<file path="src/rtl/freqc_pkg.sv">
package freqc_pkg;
   localparam int unsigned DEF_SHORT_LEN = 4000;
   localparam int unsigned DEF_LONG_LEN  = 4092;
   localparam int unsigned DEF_GATE_W    = 12;
   localparam int unsigned DEF_CNT_W     = 12;
   localparam int unsigned DEF_STAGES    = 3;

   typedef enum logic {
      GATE_SHORT = 1'b0,
      GATE_LONG  = 1'b1
   } gate_sel_e;
endpackage

</file>
<file path="src/rtl/freqc_edge_sync.sv">
module freqc_edge_sync #(
   parameter int unsigned STAGES = freqc_pkg::DEF_STAGES
) (
   input  logic clk,
   input  logic rst,
   input  logic din,
   output logic rise
);
   localparam int unsigned NEWER = STAGES - 2;
   localparam int unsigned OLDER = STAGES - 1;

   logic [STAGES-1:0] shreg;

   generate
      if (STAGES < 3) begin : g_bad_stages
         $error("freqc_edge_sync: STAGES must be at least 3");
      end
      for (genvar i = 0; i < STAGES; i++) begin : g_stage
         if (i == 0) begin : g_first
            always_ff @(posedge clk) begin
               if (rst) shreg[0] <= 1'b0;
               else     shreg[0] <= din;
            end
         end else begin : g_next
            always_ff @(posedge clk) begin
               if (rst) shreg[i] <= 1'b0;
               else     shreg[i] <= shreg[i-1];
            end
         end
      end
   endgenerate

   assign rise = shreg[NEWER] & ~shreg[OLDER];
endmodule

</file>
<file path="src/rtl/freqc_gate_timer.sv">
module freqc_gate_timer #(
   parameter int unsigned GATE_W    = freqc_pkg::DEF_GATE_W,
   parameter int unsigned SHORT_LEN = freqc_pkg::DEF_SHORT_LEN,
   parameter int unsigned LONG_LEN  = freqc_pkg::DEF_LONG_LEN
) (
   input  logic clk,
   input  logic rst,
   input  logic gate_long,
   output logic term,
   output logic sel_q
);
   import freqc_pkg::*;

   localparam logic [GATE_W-1:0] SHORT_LAST = GATE_W'(SHORT_LEN - 1);
   localparam logic [GATE_W-1:0] LONG_LAST  = GATE_W'(LONG_LEN - 1);

   generate
      if (SHORT_LEN < 2 || LONG_LEN < 2) begin : g_bad_len
         $error("freqc_gate_timer: window lengths must be at least 2");
      end
      if (LONG_LEN > (1 << GATE_W) || SHORT_LEN > (1 << GATE_W)) begin : g_bad_width
         $error("freqc_gate_timer: GATE_W too narrow for window length");
      end
   endgenerate

   logic [GATE_W-1:0] tmr;
   logic [GATE_W-1:0] last;

   always_comb begin
      last = (gate_sel_e'(sel_q) == GATE_LONG) ? LONG_LAST : SHORT_LAST;
      term = (tmr == last);
   end

   always_ff @(posedge clk) begin
      if (rst) begin
         tmr   <= '0;
         sel_q <= GATE_SHORT;
      end else if (term) begin
         tmr   <= '0;
         sel_q <= gate_long;
      end else begin
         tmr   <= tmr + 1'b1;
      end
   end
endmodule

</file>
<file path="src/rtl/freqc_edge_counter.sv">
module freqc_edge_counter #(
   parameter int unsigned CNT_W = freqc_pkg::DEF_CNT_W
) (
   input  logic             clk,
   input  logic             rst,
   input  logic             rise,
   input  logic             term,
   output logic [CNT_W-1:0] live_cnt,
   output logic [CNT_W-1:0] count_out,
   output logic             ovf_out,
   output logic             valid_out
);
   localparam logic [CNT_W-1:0] CNT_MAX = {CNT_W{1'b1}};

   generate
      if (CNT_W < 2) begin : g_bad_cnt
         $error("freqc_edge_counter: CNT_W must be at least 2");
      end
   endgenerate

   logic ovf_q;

   always_ff @(posedge clk) begin
      if (rst) begin
         live_cnt  <= '0;
         ovf_q     <= 1'b0;
         count_out <= '0;
         ovf_out   <= 1'b0;
         valid_out <= 1'b0;
      end else begin
         valid_out <= term;
         if (term) begin
            count_out <= live_cnt;
            ovf_out   <= ovf_q;
            live_cnt  <= rise ? CNT_W'(1) : '0;
            ovf_q     <= 1'b0;
         end else if (rise) begin
            if (live_cnt == CNT_MAX) ovf_q    <= 1'b1;
            else                     live_cnt <= live_cnt + 1'b1;
         end
      end
   end
endmodule

</file>
<file path="src/rtl/freq_gate_counter.sv">
module freq_gate_counter #(
   parameter int unsigned SHORT_LEN = freqc_pkg::DEF_SHORT_LEN,
   parameter int unsigned LONG_LEN  = freqc_pkg::DEF_LONG_LEN,
   parameter int unsigned GATE_W    = freqc_pkg::DEF_GATE_W,
   parameter int unsigned CNT_W     = freqc_pkg::DEF_CNT_W,
   parameter int unsigned STAGES    = freqc_pkg::DEF_STAGES
) (
   input  logic             clk,
   input  logic             rst,
   input  logic             meas_in,
   input  logic             gate_long,
   output logic [CNT_W-1:0] count_out,
   output logic             ovf_out,
   output logic             valid_out
);
   logic             rise;
   logic             term;
   logic             sel_q;
   logic [CNT_W-1:0] live_cnt;

   freqc_edge_sync #(.STAGES(STAGES)) u_sync (
      .clk  (clk),
      .rst  (rst),
      .din  (meas_in),
      .rise (rise)
   );

   freqc_gate_timer #(
      .GATE_W    (GATE_W),
      .SHORT_LEN (SHORT_LEN),
      .LONG_LEN  (LONG_LEN)
   ) u_timer (
      .clk       (clk),
      .rst       (rst),
      .gate_long (gate_long),
      .term      (term),
      .sel_q     (sel_q)
   );

   freqc_edge_counter #(.CNT_W(CNT_W)) u_count (
      .clk       (clk),
      .rst       (rst),
      .rise      (rise),
      .term      (term),
      .live_cnt  (live_cnt),
      .count_out (count_out),
      .ovf_out   (ovf_out),
      .valid_out (valid_out)
   );
endmodule

</file>
<file path="config.mk">
export PLATFORM = sky130hd
export DESIGN_NAME = freq_gate_counter
export DESIGN_NICKNAME = d
export VERILOG_FILES = /design/src/rtl/freqc_pkg.sv /design/src/rtl/freqc_edge_sync.sv /design/src/rtl/freqc_gate_timer.sv /design/src/rtl/freqc_edge_counter.sv /design/src/rtl/freq_gate_counter.sv
export SDC_FILE = /design/constraint.sdc
export NUM_CORES = 1
export LEC_CHECK = 0
export ABC_CLOCK_PERIOD_IN_PS = 2700
export CORE_MARGIN = 2
export CORE_UTILIZATION = 40
export DETAILED_ROUTE_END_ITERATION = 10
export GPL_ROUTABILITY_DRIVEN = 0
export GPL_TIMING_DRIVEN = 0
export SLEW_MARGIN = 20
export SYNTH_ARGS = -nofsm -noshare
export SYNTH_HDL_FRONTEND = slang
export SYNTH_SLANG_ARGS = --single-unit
</file>
<file path="constraint.sdc">
create_clock -name clk -period 2.7 [get_ports clk]
set_input_delay 0.54 -clock clk [delete_from_list [all_inputs] [get_ports clk]]
set_output_delay 0.54 -clock clk [all_outputs]
set_load 0.02 [all_outputs]
</file>
# == Word level (Yosys, flattened, before mapping) ==
# Index checks and enable logic that the tools add are counted.
# op_classes
n_mul,0
muxes,5
magnitude_cmp,0
add_sub_neg,2
eq_ne,3
shifts,0
n_div,0
reduce_logical,4
bitwise,2
# op_table
cell,count
$mux W12,3
$add A12 B1 Y12 const B,2
$eq A12 B12 Y1,1
$eq A12 B12 Y1 const B,1
$mux W7,1
$reduce_and A2 Y1,2
$ne A2 B1 Y1 const B,1
$reduce_bool A2 Y1,1
$reduce_or A2 Y1,1
$and A1 B1 Y1,1
$mux W1,1
$not A1 Y1,1
# word_totals
input_bits,4
mem_bits_ro,0
output_inout_bits,14
latch_bits,0
memories,0
regBits,43
mem_bits_rw,0
word_cells,26

# == Longest topological paths before layout ==
# Gate-level depths: netlist (run 1).
# depth
ltp_word,4
mapped_depth,7
ltp_nobuf,5

# == Cells and area by module ==
# A second synthesis (run 1) with hierarchy kept.
# unflattened
hier_cells,195
area_unflattened_um2,1869.3
# by_module_without_submodules
mod,cells_per_inst,instances,area_each_um2,seq_area_each_um2
freqc_edge_counter,126,1,1167.4,540.5
freqc_gate_timer,62,1,614.3,260.2
freqc_edge_sync,7,1,87.6,60.1

# == Worst setup path after synthesis (run 1) ==
# OpenSTA, ideal clock, no wires.
# synth_path
path_kind,register to register
start,register u_timer.tmr[2]
end,register u_count.live_cnt[10]
period_less_slack_ns,1.880
t_arrival_ns,1.742
path_buffers,2
slack_ns,0.820
stages_incl_launch_ff,7
required_time_ns,2.562
setup_time_ns,0.138
cell_sequence,dfxtp_1 > or4b_4 > a211oi_4 > or2_1 > buf_4 > buf_6 > a211oi_1
# synth_via
elab_chain_cells,3
word_cells_on_any_way,5
classes_between,eq/ne: 2; mux: 1; reduce/logical: 2
# synth_rtl
element,line_no,rtl
"start, declared",freqc_gate_timer.sv:26,logic [GATE_W-1:0] tmr;
"start signal, assigned",freqc_gate_timer.sv:42,tmr <= tmr + 1'b1;
$eq A12 B12 Y1 *,freqc_gate_timer.sv:31,term = (tmr == last);
$ne A2 B1 Y1 (no source line) or $reduce_bool A2 Y1 (tied branches),--,
$reduce_and A2 Y1 (no source line),--,
"end signal, assigned",freqc_edge_counter.sv:35,live_cnt <= rise ? CNT_W'(1) : '0;
"end signal, assigned",freqc_edge_counter.sv:39,else live_cnt <= live_cnt + 1'b1;
"end, declared",freqc_edge_counter.sv:8,"output logic [CNT_W-1:0] live_cnt,"
# Every way passes the cells marked *; elsewhere a longest branch is shown, timed or not.
# A chain may end at the register's enable or synchronous reset.

# == Final worst setup path (run 1) ==
# Same ends and word-level chain as after synthesis.

==> results_dict.tcl, run 1 <==
set metrics [dict create \
    clk_pin_slew_ps 80 \
    cts_tree "done" \
    synth_cell_types 36 \
    cts_hold_buffers 0 \
    startpoint "u_timer.tmr[2]$_SDFF_PP0_" \
    period_share_pct 77.1 \
    drc 0 \
    cp_max_fo 10 \
    cts_buffers 5 \
    clockBufferDepth 2 \
    crit_path_start_kind "register" \
    r2r_slack_ps 620 \
    die_w_um 71.3 \
    layout_common_cells "dfxtp_1, nor2_1, clkdlybuf4s50_1" \
    initial_core_util_pct 41.6 \
    timing.fmax_mhz 481 \
    num_antenna_cells 0 \
    finalSetupViolations 0 \
    final_cell_area_sq_um 2130 \
    synth_area_per_cell_sq_um 9.24 \
    status "completed" \
    min_period_ps 2080 \
    ys_warn_count 0 \
    place_ws_ps 574 \
    synth_fp_nets 202 \
    clock-skew-final_ps 3.78 \
    tightest_slew_ps 612 \
    ys_seq_elements 43 \
    worstPathArrival_ps 2250 \
    end_kind "register" \
    worst_hold_slack_ps 449 \
    post-cts-setup-buffers 0 \
    setup_ws_ps 619 \
    htreeDepth 2 \
    fp.dieH_um 71.3 \
    utilization_pct 48.9 \
    irDropWorstVdd_mv 0.289 \
    fp-row-count 24 \
    holdCritStartpoint "u_sync.shreg[0]$_SDFF_PP0_" \
    dp_hpwl_um 2350 \
    dieArea_sq_um 5080 \
    crit-reg2reg-launch "u_timer.tmr[2]$_SDFF_PP0_" \
    total_power_mw 1.07 \
    nets 226 \
    hold_path_end "u_sync.shreg[1]$_SDFF_PP0_" \
    critPathKind "register to register" \
    hold_path_depth 1 \
    post_cts_resized 0 \
    port_buffers 17 \
    grt_pass1_vias 1204 \
    clk_latency_ps 290 \
    finalHoldViolCount 0 \
    hp-class "register to register" \
    vias 1427 \
    routed_wl_um 3420 \
    final_cell_count_no_fill 273 \
    dr.pass1.iters 4 \
    grt_pass1_wl_um 5690 \
    slew_headroom_pct 58.9 \
    io_pins 18 \
    grt_usage_pct 14.5 \
    setup_tns_ps 0 \
    r2r_end "u_count.live_cnt[10]$_SDFFE_PP0P_" \
    area_growth_pct 17.6 \
    synth_edf_count 0 \
    grt_overflow_total 0 \
    viasPerCell 5.23 \
    synthesis.instances 196 \
    max_stage_delay_ps 500 \
    synthArstFlopShare_pct 0 \
    grt_antenna_before_repair 0 \
    cp.required_ps 2870 \
    final_common_cell "dfxtp_1" \
    max-cap-violations 0 \
    leakagePower_nw 0.676 \
    ant_nets 0 \
    ys_seq_area_share_pct 47.5 \
    clock-sinks 43 \
    drive_above_1_share_pct 6.79 \
    slowest_stage "or4b_4" \
    path_cells "or4b_4 > a211oi_4 > or2_1 > buf_4 > buf_6 > a211oi_1" \
    grt_max_degree 14 \
    fillers 420 \
    r2r_cells 6 \
    cts_root_buffer "clkbuf_8" \
    netlist_area_sq_um 1810 \
    p_per_area_nw_per_um2 503 \
    first_iter_violations 60 \
    post_dp_cell_area_sq_um 2050 \
    rsz0062_at_grt "no" \
    ys.flop_type "dfxtp_1" \
    wl_per_cell_um 12.5 \
    slew_violations 0 \
    coreArea_sq_um 4350 \
    post-place-cells 265 \
]
routing by layer:
layer	vias up	global-route usage (%)	wire length (um)
met1	655	20.9	1830
li1	736	-	-
met5	-	0	0
met3	5	4.22	138
met2	31	19.9	1380
met4	0	6.92	75
worst max-delay path, delay by kind of cell, from the launching register on:
family	cells	cell delay, ps
DFF	1	430
and+or+nand+nor	2	670
buffers and inverters	2	310
AOI/OAI and AO/OA	2	550
Yosys cell counts, types with 2 or more instances:
cell,n,area [sq um]
nor2_1,38,143
mux2i_1,16,160
nand2_1,8,30.0
nand3_1,6,30.0
dfxtp_1,43,861
clkbuf_1,5,18.8
o21ai_0,3,15.0
o31ai_1,2,15.0
nor2b_1,6,37.5
and3_1,2,12.5
buf_6,3,33.8
inv_1,3,11.3
xnor2_1,8,70.1
xor2_1,3,26.3
nor4_1,5,31.3
nand4_1,10,62.6
or3_1,2,12.5
nor3_1,8,40.0
a21oi_1,6,30.0
a31oi_1,2,12.5
ha_1,2,25.0
registers in the layout (all words and copies together), names as in the netlist:
signal	count
u_count.ovf_out	1
u_count.live_cnt	12
u_count.ovf_q	1
u_timer.tmr	12
u_timer.sel_q	1
u_sync.shreg	3
u_count.count_out	12
u_count.valid_out	1
cells by family (layout without fill, tap and decap cells):
family	Yosys count	after routing	share of synthesized area (%)
adder cells (fa/ha/maj)	2	2	1.38
multiplexers	16	16	8.84
AO/OA/AOI/OAI	18	18	6.91
flip-flops	43	43	47.5
XOR/XNOR	11	11	5.32
buffers and inverters	12	37	3.94
AND/OR/NAND/NOR	94	94	26.1
report_power, final:
| group | leakage [nW] | switching [mW] | internal (mW) | total, mW |
|---|---|---|---|---|
| logic | 0.281 | 0.0209 | 0.0175 | 0.0384 |
| clock network | 0.0477 | 0.211 | 0.177 | 0.387 |
| registers | 0.347 | 0.00617 | 0.640 | 0.646 |
| total | 0.676 | 0.238 | 0.835 | 1.07 |
cell type report:
class	count	area, sq um	share of cell area, %
plain buffers	9	60.1	2.82
clock buffers	5	68.8	3.23
multi-input cells	141	880	41.3
flip-flops and latches	43	861	40.4
clock inverters	3	15.0	0.705
well taps	52	65.1	3.05
repair buffers	17	170	7.99
inverters	3	11.3	0.528
worst max path at each step:
stage                     cells after the start  slack [ps]                           endpoint
after CTS                                     6         580  u_count.live_cnt[10]$_SDFFE_PP0P_
after global placement                        6         600   u_count.live_cnt[9]$_SDFFE_PP0P_
after global routing                          6         490         u_timer.tmr[11]$_SDFF_PP0_
after detailed placement                      6         570  u_count.live_cnt[10]$_SDFFE_PP0P_
final                                         6         620  u_count.live_cnt[10]$_SDFFE_PP0P_
after floorplan                               6         820  u_count.live_cnt[10]$_SDFFE_PP0P_
Power figures use the tool's default switching activity.
==> inputs of run 2 (changes only) <==
- ABC_CLOCK_PERIOD_IN_PS: 2700 -> 2100
- clock period: 2.7 -> 2.1 ns (I/O delays scaled with it)
==> results_dict.tcl, run 2 (synthesis gave the netlist of run 1 again) <==
set metrics [dict create \
    post-place-cells 265 \
    grt_pass1_vias 1207 \
    finalSetupViolations 0 \
    area_growth_pct 18.3 \
    wl_per_cell_um 12.5 \
    fp.dieH_um 71.3 \
    drive_above_1_share_pct 7.66 \
    min_period_ps 1930 \
    hp-class "register to register" \
    critPathKind "register to register" \
    end_kind "register" \
    p_per_area_nw_per_um2 642 \
    dieArea_sq_um 5080 \
    max-cap-violations 0 \
    cts_tree "done" \
    dp_hpwl_um 2350 \
    rsz0062_at_grt "no" \
    grt_pass1_wl_um 5710 \
    io_pins 18 \
    cts_root_buffer "clkbuf_8" \
    cts_hold_buffers 0 \
    clock-sinks 43 \
    slew_headroom_pct 69.5 \
    fp-row-count 24 \
    timing.fmax_mhz 518 \
    setup_ws_ps 168 \
    worstPathArrival_ps 2160 \
    nets 227 \
    grt_overflow_total 0 \
    final_cell_count_no_fill 274 \
    routed_wl_um 3430 \
    drc 0 \
    status "completed" \
    coreArea_sq_um 4350 \
    grt_max_degree 14 \
    viasPerCell 5.19 \
    place_ws_ps -26.5 \
    crit_path_start_kind "register" \
    clock-skew-final_ps 3.85 \
    leakagePower_nw 0.682 \
    grt_usage_pct 14.6 \
    initial_core_util_pct 41.6 \
    clockBufferDepth 2 \
    biggestRegsByFlops "u_count.count_out: 12 flops, u_count.live_cnt: 12 flops, u_timer.tmr: 12 flops" \
    cp_max_fo 8 \
    grt_antenna_before_repair 0 \
    num_antenna_cells 0 \
    period_share_pct 92.0 \
    first_iter_violations 73 \
    dr.pass1.iters 4 \
    finalHoldViolCount 0 \
    clk_pin_slew_ps 80 \
    tightest_slew_ps 458 \
    slew_violations 0 \
    worst_hold_slack_ps 449 \
    clk_latency_ps 290 \
    cp.required_ps 2330 \
    final_common_cell "dfxtp_1" \
    vias 1421 \
    port_buffers 17 \
    htreeDepth 2 \
    layout_common_cells "dfxtp_1, nor2_1, clkdlybuf4s50_1" \
    die_w_um 71.3 \
    cts_buffers 5 \
    irDropWorstVdd_mv 0.369 \
    ant_nets 0 \
]
run 2: cell types whose count changed in the layout (fill, tap and decap cells not counted):
cell	change
buf_4	+1
nor3_1	-1
nor3_2	+1
run 2: report_power, final:
group          switching [mW]  internal (mW)  leakage, nW
registers             0.00793          0.823        0.347
clock network           0.269          0.227       0.0477
logic                  0.0269         0.0224        0.286
total                   0.304           1.07        0.682
run 2: final timing paths:
| check | startpoint | endpoint | slack, ps | depth (start not counted) |
|---|---|---|---|---|
| setup / recovery | u_count.live_cnt[4]$_SDFFE_PP0P_ | u_count.live_cnt[9]$_SDFFE_PP0P_ | 170 | 5 |
| hold / removal | u_sync.shreg[0]$_SDFF_PP0_ | u_sync.shreg[1]$_SDFF_PP0_ | 450 | 1 |
| setup reg to reg | u_count.live_cnt[4]$_SDFFE_PP0P_ | u_count.live_cnt[9]$_SDFFE_PP0P_ | 170 | 5 |
| hold reg to reg | u_sync.shreg[0]$_SDFF_PP0_ | u_sync.shreg[1]$_SDFF_PP0_ | 450 | 1 |
run 2: worst max-delay path, stage by stage, from the launching register on:
cell and delay (ps):
dfxtp_1 310, clkbuf_1 270, nand4_1 360, nor2_1 170
or4b_2 580, a21oi_1 170
run 2: routing by layer:
layer	up-vias	share of wire (%)	global-route usage, %
li1	736	-	-
met3	5	4.0	4.22
met1	645	53	20.9
met2	35	41	20.2
met5	-	0	0
met4	0	2.2	6.92
run 2: final cells by class:
class,instances,area [sq um]
Buffer,9,60.1
Clock buffer,5,68.8
Clock inverter,3,15.0
Fill cell,422,2210
Inverter,3,11.3
Multi-Input combinational cell,141,885
Sequential cell,43,861
Tap cell,52,65.1
Timing Repair Buffer,18,178
run 2: through the flow:
step	util [%]	power (mW)	setup TNS, ps	cell area, sq um
6_report	49.2	1.38	0	2140
5_1_grt	49.2	1.45	0	2140
4_1_cts	49.1	1.40	0	2140
3_5_place_dp	47.0	0.900	-106	2050
3_3_place_gp	47.0	0.900	-4.78	2050
2_1_floorplan	-	0.883	0	1810
run 2: what timing repair did:
| item | 4_1_cts | 5_1_grt |
|---|---|---|
| gates resized for setup | 0 | 1 |
| setup buffers | 1 | 0 |
| gates cloned | 0 | 0 |
| setup endpoints to repair | 13 | 4 |
| pin swaps | 1 | 0 |
==> inputs of run 3 (changes only) <==
- CORE_UTILIZATION: 40 -> 58
- CTS_BUF_LIST: not set -> sky130_fd_sc_hd__clkbuf_8
- CTS_CLUSTER_SIZE: not set -> 40
- PLACE_DENSITY: not set -> 0.81
==> results_dict.tcl, run 3 (synthesis gave the netlist of run 1 again) <==
set metrics [dict create \
    top_usage_layer "met2" \
    grt_usage_pct 23.4 \
    clock-sinks 43 \
    use_met2_pct 36.5 \
    leakagePower_nw 0.694 \
    num_antenna_cells 0 \
    clk_pin_slew_ps 70 \
    routed_wl_um 3560 \
    slew_headroom_pct 73.1 \
    timing.fmax_mhz 507 \
    clock-skew-final_ps 4.54 \
    wl_per_cell_um 13.9 \
    vias 1504 \
    critPathKind "register to register" \
    tightest_slew_ps 404 \
    p_per_area_nw_per_um2 673 \
    p_int_mw 1.14 \
    startpoint "u_timer.tmr[2]$_SDFF_PP0_" \
    ant_nets 0 \
    finalHoldViolCount 0 \
    end_kind "register" \
    crit-reg2reg-launch "u_timer.tmr[2]$_SDFF_PP0_" \
    drive_above_1_share_pct 7.62 \
    switching_share_pct 20.9 \
    nets 228 \
    cts_hold_buffers 0 \
    cts_buffers 5 \
    dr.pass1.iters 4 \
    irDropWorstVdd_mv 0.526 \
    crit_path_start_kind "register" \
    comb_power_share_pct 3.4 \
    p_switching_mw 0.301 \
    total_power_mw 1.44 \
    worstPathArrival_ps 2150 \
    die_w_um 59.9 \
    grt_pass1_wl_um 6240 \
    cp_max_fo 10 \
    grt_pass1_vias 1450 \
    setup_tns_ps 0 \
    hp-class "register to register" \
    layout_common_cells "dfxtp_1, nor2_1, clkdlybuf4s50_1" \
    cts_tree "done" \
    p_seq_share_pct 57.7 \
    p_clk_share_pct 38.9 \
    io_pins 18 \
    area_growth_pct 18.3 \
    htreeDepth 2 \
    fp.dieH_um 59.9 \
    first_iter_violations 76 \
    fp-row-count 20 \
    slowest_stage "or4b_4" \
    port_buffers 17 \
    drc 0 \
    clockBufferDepth 2 \
    finalSetupViolations 0 \
    cp.required_ps 2270 \
    final_common_cell "dfxtp_1" \
    initial_core_util_pct 60.3 \
    viasPerCell 5.88 \
    slew_violations 0 \
    grt_max_degree 13 \
    period_share_pct 94.0 \
    holdCritStartpoint "u_sync.shreg[0]$_SDFF_PP0_" \
    met3_usage_pct 7.14 \
    coreArea_sq_um 3000 \
    use_met1_pct 29.0 \
    status "completed" \
    biggestRegsByFlops "u_count.count_out: 12 flops, u_count.live_cnt: 12 flops, u_timer.tmr: 12 flops" \
    max_stage_delay_ps 500 \
    cts_root_buffer "clkbuf_8" \
    min_period_ps 1970 \
    max-cap-violations 0 \
    path_cells "or4b_4 > a211oi_4 > buf_6 > mux2i_1 > nor2_1" \
    dieArea_sq_um 3590 \
    dp_hpwl_um 2550 \
    grt_overflow_total 0 \
    grt_antenna_before_repair 0 \
    rsz0062_at_grt "no" \
    clk_latency_ps 290 \
]
[run 3: cell count changes in the layout (fill, tap and decap cells not counted)]
cell      previous run  this run
inv_1                3         4
clkbuf_8             5         7
clkinv_2             3         0
buf_4                2         3
[run 3: through the flow]
step | setup WS, ps | std cells | hold WS [ps] | util (%) | instance area (sq um)
floorplan | 220 | 196 | 414 | - | 1810
global placement | 56.3 | 246 | 435 | 67.4 | 2020
detailed placement | 14.2 | 246 | 443 | 67.4 | 2020
CTS | 130 | 255 | 456 | 71.0 | 2130
global route | 24.2 | 256 | 469 | 71.4 | 2140
finish | 127 | 256 | 451 | 71.4 | 2140
[run 3: critical path, delay by kind of cell, from the launching register on]
kind,cells,cell delay [ps]
buffers and inverters,1,220
muxes,1,230
AOI/OAI and AO/OA,1,400
DFF,1,430
and+or+nand+nor,2,560
[run 3: repair_timing]
action                                  in CTS  in global routing
endpoints found under the setup margin       1                  4
gates resized for setup                      0                  1
buffers inserted                             1                  1
pin swaps                                    1                  1
[run 3: final cells by class]
type	instances	area, sq um
Buffer	9	60.1
Clock buffer	7	96.3
Clock inverter	1	3.75
Fill cell	256	860
Inverter	3	11.3
Multi-Input combinational cell	141	885
Sequential cell	43	861
Tap cell	33	41.3
Timing Repair Buffer	19	185
[run 3: worst paths after layout]
path                                   endpoint  slack (ps)  cells after the start
min reg2reg          u_sync.shreg[1]$_SDFF_PP0_         450                      1
max          u_count.count_out[10]$_SDFFE_PP0N_         130                      5
min                  u_sync.shreg[1]$_SDFF_PP0_         450                      1
max reg2reg  u_count.count_out[10]$_SDFFE_PP0N_         130                      5
[run 3: power groups by stage]
| stage | logic (mW) | clock network [mW] | registers (mW) |
|---|---|---|---|
| after detailed placement | 0.0489 | 0 | 0.850 |
| after global placement | 0.0470 | 0 | 0.850 |
| after floorplan | 0.0350 | 0 | 0.848 |
| after CTS | 0.0495 | 0.574 | 0.831 |
| after global routing | 0.0560 | 0.606 | 0.832 |
| final | 0.0492 | 0.561 | 0.831 |
[run 3: routing by layer]
metal	share of wire, %	wire length, um	vias up
met5	0	0	-
met4	2.6	94	0
met3	4.8	171	12
met2	48	1690	41
met1	45	1600	708
li1	-	-	743
